**src/rtl/pcm_slot_pkg.sv**
```systemverilog
package pcm_slot_pkg;
  typedef enum logic [1:0] {
    MC_RUN   = 2'd0,
    MC_TXCLK = 2'd1,
    MC_PDN   = 2'd2
  } mclk_mode_t;
endpackage

```
**src/rtl/pcm_pin_sync.sv**
```systemverilog
module pcm_pin_sync #(
  parameter int W      = 6,
  parameter int STAGES = 2
) (
  input  logic         clk,
  input  logic         rst_n,
  input  logic [W-1:0] d,
  output logic [W-1:0] q
);
  logic [W-1:0] stage_q [STAGES];

  generate
    for (genvar s = 0; s < STAGES; s++) begin : g_stage
      always_ff @(posedge clk) begin
        if (!rst_n) stage_q[s] <= '0;
        else if (s == 0) stage_q[s] <= d;
        else stage_q[s] <= stage_q[(s == 0) ? 0 : s-1];
      end
    end
  endgenerate

  assign q = stage_q[STAGES-1];
endmodule

```
**src/rtl/pcm_tx_slot.sv**
```systemverilog
module pcm_tx_slot #(
  parameter int          W         = 8,
  parameter logic [W-1:0] IDLE_BYTE = '1
) (
  input  logic         clk,
  input  logic         rst_n,
  input  logic         fs_s,
  input  logic         bclk_s,
  input  logic         pdn,
  input  logic [W-1:0] tx_data,
  input  logic         tx_valid,
  output logic         tx_ready,
  output logic         dx_o,
  output logic         dx_oe,
  output logic         ts_n
);
  localparam int CW = (W > 1) ? $clog2(W) : 1;

  logic          fs_q, bclk_q;
  logic          fs_rise, bclk_rise;
  logic          armed, active;
  logic [CW-1:0] cnt;
  logic [W-1:0]  sh;

  assign fs_rise   = fs_s && !fs_q;
  assign bclk_rise = bclk_s && !bclk_q;
  assign tx_ready  = fs_rise && !pdn;

  always_ff @(posedge clk) begin
    if (!rst_n) begin
      fs_q   <= 1'b0;
      bclk_q <= 1'b0;
      armed  <= 1'b0;
      active <= 1'b0;
      cnt    <= '0;
      sh     <= '0;
      dx_o   <= 1'b0;
      dx_oe  <= 1'b0;
      ts_n   <= 1'b1;
    end else begin
      fs_q   <= fs_s;
      bclk_q <= bclk_s;
      if (pdn) begin
        armed  <= 1'b0;
        active <= 1'b0;
        dx_oe  <= 1'b0;
        ts_n   <= 1'b1;
      end else if (fs_rise) begin
        sh     <= tx_valid ? tx_data : IDLE_BYTE;
        armed  <= 1'b1;
        active <= 1'b0;
        dx_oe  <= 1'b0;
        ts_n   <= 1'b1;
      end else if (bclk_rise) begin
        if (armed && !active) begin
          active <= 1'b1;
          cnt    <= '0;
          dx_o   <= sh[W-1];
          sh     <= sh << 1;
          dx_oe  <= 1'b1;
          ts_n   <= 1'b0;
        end else if (active) begin
          if (cnt == CW'(W-1)) begin
            active <= 1'b0;
            armed  <= 1'b0;
            dx_oe  <= 1'b0;
            ts_n   <= 1'b1;
          end else begin
            cnt  <= cnt + CW'(1);
            dx_o <= sh[W-1];
            sh   <= sh << 1;
          end
        end
      end
    end
  end
endmodule

```
**src/rtl/pcm_rx_slot.sv**
```systemverilog
module pcm_rx_slot #(
  parameter int W = 8
) (
  input  logic         clk,
  input  logic         rst_n,
  input  logic         fs_s,
  input  logic         bclk_s,
  input  logic         dr_s,
  input  logic         pdn,
  output logic [W-1:0] rx_data,
  output logic         rx_valid
);
  localparam int CW = (W > 1) ? $clog2(W) : 1;

  logic          fs_q, bclk_q;
  logic          fs_rise, bclk_fall;
  logic          armed;
  logic [CW-1:0] cnt;
  logic [W-2:0]  sh;

  assign fs_rise   = fs_s && !fs_q;
  assign bclk_fall = !bclk_s && bclk_q;

  always_ff @(posedge clk) begin
    if (!rst_n) begin
      fs_q     <= 1'b0;
      bclk_q   <= 1'b0;
      armed    <= 1'b0;
      cnt      <= '0;
      sh       <= '0;
      rx_data  <= '0;
      rx_valid <= 1'b0;
    end else begin
      fs_q     <= fs_s;
      bclk_q   <= bclk_s;
      rx_valid <= 1'b0;
      if (pdn) begin
        armed <= 1'b0;
      end else if (fs_rise) begin
        armed <= 1'b1;
        cnt   <= '0;
      end else if (bclk_fall && armed) begin
        sh <= {sh[W-3:0], dr_s};
        if (cnt == CW'(W-1)) begin
          rx_data  <= {sh, dr_s};
          rx_valid <= 1'b1;
          armed    <= 1'b0;
        end else begin
          cnt <= cnt + CW'(1);
        end
      end
    end
  end
endmodule

```
**src/rtl/pcm_mclk_watch.sv**
```systemverilog
module pcm_mclk_watch
  import pcm_slot_pkg::*;
#(
  parameter int STATIC_CYC = 32
) (
  input  logic       clk,
  input  logic       rst_n,
  input  logic       pin_s,
  output mclk_mode_t mode
);
  localparam int SW = $clog2(STATIC_CYC + 1);

  logic          prev;
  logic [SW-1:0] quiet;

  always_ff @(posedge clk) begin
    if (!rst_n) begin
      prev  <= 1'b0;
      quiet <= '0;
      mode  <= MC_RUN;
    end else begin
      prev <= pin_s;
      if (pin_s != prev) begin
        quiet <= '0;
        mode  <= MC_RUN;
      end else if (quiet != SW'(STATIC_CYC)) begin
        quiet <= quiet + SW'(1);
      end else begin
        mode <= prev ? MC_PDN : MC_TXCLK;
      end
    end
  end
endmodule

```
**src/rtl/pcm_slot_port.sv**
```systemverilog
module pcm_slot_port
  import pcm_slot_pkg::*;
#(
  parameter int           W           = 8,
  parameter int           SYNC_STAGES = 2,
  parameter int           STATIC_CYC  = 32,
  parameter logic [W-1:0] IDLE_BYTE   = '1
) (
  input  logic         clk,
  input  logic         rst_n,
  input  logic [W-1:0] tx_data,
  input  logic         tx_valid,
  output logic         tx_ready,
  output logic [W-1:0] rx_data,
  output logic         rx_valid,
  input  logic         bclk_tx,
  input  logic         fs_tx,
  output logic         dx_o,
  output logic         dx_oe,
  output logic         ts_n,
  input  logic         bclk_rx,
  input  logic         fs_rx,
  input  logic         dr,
  input  logic         mclk_rx,
  output logic         use_tx_mclk,
  output logic         pwr_down
);
  localparam int NPIN = 6;

  logic [NPIN-1:0] pins_raw, pins_s;
  mclk_mode_t      mode;
  logic            pdn;

  assign pins_raw = {mclk_rx, dr, fs_rx, bclk_rx, fs_tx, bclk_tx};

  pcm_pin_sync #(.W(NPIN), .STAGES(SYNC_STAGES)) u_sync (
    .clk(clk), .rst_n(rst_n), .d(pins_raw), .q(pins_s)
  );

  pcm_mclk_watch #(.STATIC_CYC(STATIC_CYC)) u_watch (
    .clk(clk), .rst_n(rst_n), .pin_s(pins_s[5]), .mode(mode)
  );

  assign pdn         = (mode == MC_PDN);
  assign pwr_down    = pdn;
  assign use_tx_mclk = (mode == MC_TXCLK);

  pcm_tx_slot #(.W(W), .IDLE_BYTE(IDLE_BYTE)) u_tx (
    .clk(clk), .rst_n(rst_n), .fs_s(pins_s[1]), .bclk_s(pins_s[0]), .pdn(pdn),
    .tx_data(tx_data), .tx_valid(tx_valid), .tx_ready(tx_ready),
    .dx_o(dx_o), .dx_oe(dx_oe), .ts_n(ts_n)
  );

  pcm_rx_slot #(.W(W)) u_rx (
    .clk(clk), .rst_n(rst_n), .fs_s(pins_s[3]), .bclk_s(pins_s[2]),
    .dr_s(pins_s[4]), .pdn(pdn), .rx_data(rx_data), .rx_valid(rx_valid)
  );
endmodule

```
**config.mk**
```make
export PLATFORM = sky130hd
export DESIGN_NAME = pcm_slot_port
export DESIGN_NICKNAME = d
export VERILOG_FILES = /design/src/rtl/pcm_slot_pkg.sv /design/src/rtl/pcm_pin_sync.sv /design/src/rtl/pcm_tx_slot.sv /design/src/rtl/pcm_rx_slot.sv /design/src/rtl/pcm_mclk_watch.sv /design/src/rtl/pcm_slot_port.sv
export SDC_FILE = /design/constraint.sdc
export NUM_CORES = 1
export LEC_CHECK = 0
export ABC_CLOCK_PERIOD_IN_PS = 2230
export CORE_AREA = 2 2 76 78
export DETAILED_ROUTE_END_ITERATION = 8
export DIE_AREA = 0 0 78 80
export GPL_TIMING_DRIVEN = 0
export HOLD_SLACK_MARGIN = 0.15
export PLACE_DENSITY_LB_ADDON = 0.05
export SETUP_SLACK_MARGIN = 0.4
export SLEW_MARGIN = 20
export SYNTH_ARGS = -nofsm -noshare
export SYNTH_HDL_FRONTEND = slang
export SYNTH_HIERARCHICAL = 1
export SYNTH_SLANG_ARGS = --single-unit
```
**constraint.sdc**
```tcl
create_clock -name clk -period 2.23 [get_ports clk]
set_input_delay 0.446 -clock clk [delete_from_list [all_inputs] [get_ports clk]]
set_output_delay 0.446 -clock clk [all_outputs]
set_load 0.02 [all_outputs]
```
==> flow_summary.json <==
{
  "finalPower_w": 0.002148,
  "seq_area_frac_synth": 0.4692,
  "max_freq_ghz": 0.5804,
  "reg2reg_slack_ns": 0.53,
  "ys_types": 45,
  "cts.clk_slew.worst_paths_ns": 0.06,
  "hold_class": "reg2reg",
  "nets": 321,
  "worstPathMaxFanout": 5,
  "grt_max_degree": 11,
  "cpPeakStageDelay_ns": 0.36,
  "grt_first_pass_wirelength_um": 8142,
  "power.share.clock": 0.406,
  "clock_path_buffers": 2,
  "core_mm2": 0.005405,
  "die_h_um": 80,
  "clk_latency_ns": 0.32,
  "syn_inst": 254,
  "drive_gt1_frac": 0.1362,
  "fin_cells": 373,
  "cts.sinks": 61,
  "ys_warn_count": 6,
  "intPower_w": 0.001678,
  "power_frac_comb": 0.067,
  "dp.cells": 357,
  "cts_root_buf": "clkbuf_8",
  "rr_endpoint": "u_rx/cnt[0]$_SDFFE_PN0P_",
  "syn-cell-area_mm2": 0.002602,
  "synthArstFlopShare": 0,
  "overflow": 0,
  "crit_buf_inv": 1,
  "p_seq_frac": 0.527,
  "min_period_over_period": 0.7726,
  "post-route-drc-count": 0,
  "routed-via-count": 1849,
  "drt_iter0_markers": 77,
  "max-cap-violations": 0,
  "crit_arrival_ns": 1.28,
  "fin_crit_ns": 1.723,
  "die_area_mm2": 0.006240,
  "first_pass_iters": 3,
  "num_rows": 27,
  "synth.avg_cell_area_um2": 10.25,
  "gp_congestion": 0.7417,
  "setup_viol": 0,
  "run_status": "finished, final reports clean",
  "syn_to_final_growth_pct": 22.64,
  "dpl.hpwl_um": 3163,
  "critPathTopFamily": "buffers and inverters",
  "rr_startpoint": "u_rx/cnt[0]$_SDFFE_PN0P_",
  "p_sw_frac": 0.2191,
  "io_buffers": 31,
  "slew_violations": 0,
  "hold_path_depth": 1,
  "worst-slew-pin-transition_ns": 0.4725,
  "layout_common_cells": "dfxtp_1, nand2_1, clkdlybuf4s50_1",
  "crit_path_start_kind": "flop",
  "holdWs_ns": 0.4338,
  "p_leak_nw": 1.228,
  "worstRegToRegCells": 5,
  "io_pins": 32,
  "required_ns": 1.78,
  "start_util": 0.4815,
  "utilization": 0.5905,
  "cts_buffers": 9,
  "finClkSkew_ns": 0.007601,
  "via_per_inst": 4.957,
  "final_common_cell": "dfxtp_1",
  "critPathSlowestCell": "dlygate4sd2_1",
  "slew_headroom": 0.6850,
  "antenna_found_initial": 0,
  "cts_tree": "built",
  "holdPathEnd": "u_sync/stage_q[1][0]$_SDFF_PN0_",
  "wl_per_cell_um": 12.30,
  "grt_util_all_layers": 0.1672,
  "path_cells": "nor2b_4 > dlygate4sd2_1",
  "first_global_vias": 1744,
  "routed_wl_um": 4587,
  "worstHoldStart": "u_sync/stage_q[0][0]$_SDFF_PN0_",
  "finalHoldViolCount": 0,
  "critPathCaptureType": "output pin",
  "htreeDepth": 3,
  "switchingPower_w": 0.0004707,
  "ant_nets": 0,
  "yosys_register_bits": 61,
  "yosys_most_used_dff": "dfxtp_1",
  "powerDensity_mw_per_mm2": 673.1,
  "die_w_um": 78,
  "syn_nets": 278,
  "peakVddDrop_v": 0.0003626,
  "fin_tns_setup_ns": 0,
  "n_antenna_cell": 0,
  "crit_type": "reg2out",
  "rsz0062_at_grt": "no",
  "synth_edf_count": 0
}
==> worst max-delay path by stage <==
stage                                 startpoint                  endpoint  cells past startpoint
floorplan           u_watch/mode[1]$_SDFFE_PP0N_  u_rx/rx_valid$_SDFF_PP0_                      5
global placement                           rst_n   u_tx/sh[2]$_SDFFE_PN0P_                      5
detailed placement                         rst_n  u_tx/cnt[1]$_SDFFE_PN0P_                      5
CTS                 u_watch/mode[0]$_SDFFE_PP0N_                  tx_ready                      3
global route            u_rx/cnt[0]$_SDFFE_PN0P_  u_rx/cnt[0]$_SDFFE_PN0P_                      5
finish              u_watch/mode[1]$_SDFFE_PP0N_                  pwr_down                      2
==> cells by family after synthesis <==
group	count (synthesis)	synth area share
DFF	61	0.4692
xor gates and xnor gates	4	0.01346
buffers and inverters	15	0.02644
and+or+nand+nor	111	0.2784
AOI/OAI and AO/OA	30	0.07884
muxes	26	0.1000
adders and majority gates	7	0.03365
==> power by group through the flow <==
| stage | clock [W] | combinational (W) | sequential [W] |
|---|---|---|---|
| 2_1_floorplan | 0 | 0.0000869 | 0.00115 |
| 3_3_place_gp | 0 | 0.000143 | 0.00116 |
| 3_5_place_dp | 0 | 0.000143 | 0.00116 |
| 4_1_cts | 0.000904 | 0.000145 | 0.00113 |
| 5_1_grt | 0.000953 | 0.000160 | 0.00114 |
| 6_report | 0.000873 | 0.000143 | 0.00113 |
==> area by class of cell <==
class                      instances  area [um2]
buffer                            10       53.80
clock buffer                      14       172.7
clock inverter                     1       5.005
fill                             506        2213
inverter                           5       18.77
multi-input combinational        178        1320
sequential                        61        1221
tap                               72       90.09
timing repair buffer              32       310.3
==> metrics by stage <==
stage          area, um2  setup slack, ns
6_report            3192           0.5070
5_1_grt             3192           0.4167
4_1_cts             3192           0.3600
3_5_place_dp        3003          0.06546
3_3_place_gp        3003          0.04874
2_1_floorplan       2603           0.4654
==> synth_stat cells, types with 2 or more instances <==
| cell type | n | share of area |
|---|---|---|
| dfxtp_1 | 61 | 0.47 |
| nand2_1 | 36 | 0.052 |
| mux2i_1 | 26 | 0.10 |
| and2_1 | 10 | 0.024 |
| a21oi_1 | 8 | 0.015 |
| and2_2 | 8 | 0.023 |
| nand3_1 | 8 | 0.015 |
| clkbuf_1 | 7 | 0.010 |
| ha_1 | 7 | 0.034 |
| nand2b_1 | 7 | 0.017 |
| o211ai_1 | 7 | 0.020 |
| or4bb_1 | 7 | 0.030 |
| nor3_1 | 6 | 0.012 |
| inv_1 | 5 | 0.0072 |
| nand3b_1 | 5 | 0.014 |
| o21ai_0 | 5 | 0.0096 |
| a31oi_1 | 4 | 0.0096 |
| nor2b_1 | 4 | 0.0096 |
| nand4b_1 | 2 | 0.0067 |
| nor2_1 | 2 | 0.0029 |
| o21bai_1 | 2 | 0.0058 |
| or3_1 | 2 | 0.0048 |
| xnor2_1 | 2 | 0.0067 |
| xor2_1 | 2 | 0.0067 |
==> state kept, by name, indices dropped and copies added, names as in the netlist, 2 cells and up <==
signal	flops
u_tx/sh	8
u_tx/cnt	3
u_rx/rx_data	8
u_rx/sh	7
u_watch/mode	2
u_watch/quiet	6
u_sync/stage_q	12
u_rx/cnt	3
==> layer usage <==
metal,share of wire,GRT usage,vias to the layer above,routed length (um)
met5,0,0,-,0
met4,0.010,0.06842,0,46
met3,0.037,0.05543,5,169
met2,0.42,0.2457,23,1912
met1,0.54,0.2252,841,2457
li1,-,-,980,-
==> timing repair <==
| action | 4_1_cts | 5_1_grt |
|---|---|---|
| hold buffers | 0 | 0 |
| pin swaps | 1 | 0 |
| setup endpoints to repair | 12 | 15 |
| setup buffers | 1 | 0 |
| resized for setup | 5 | 8 |
(Power assumes the default switching activity.)
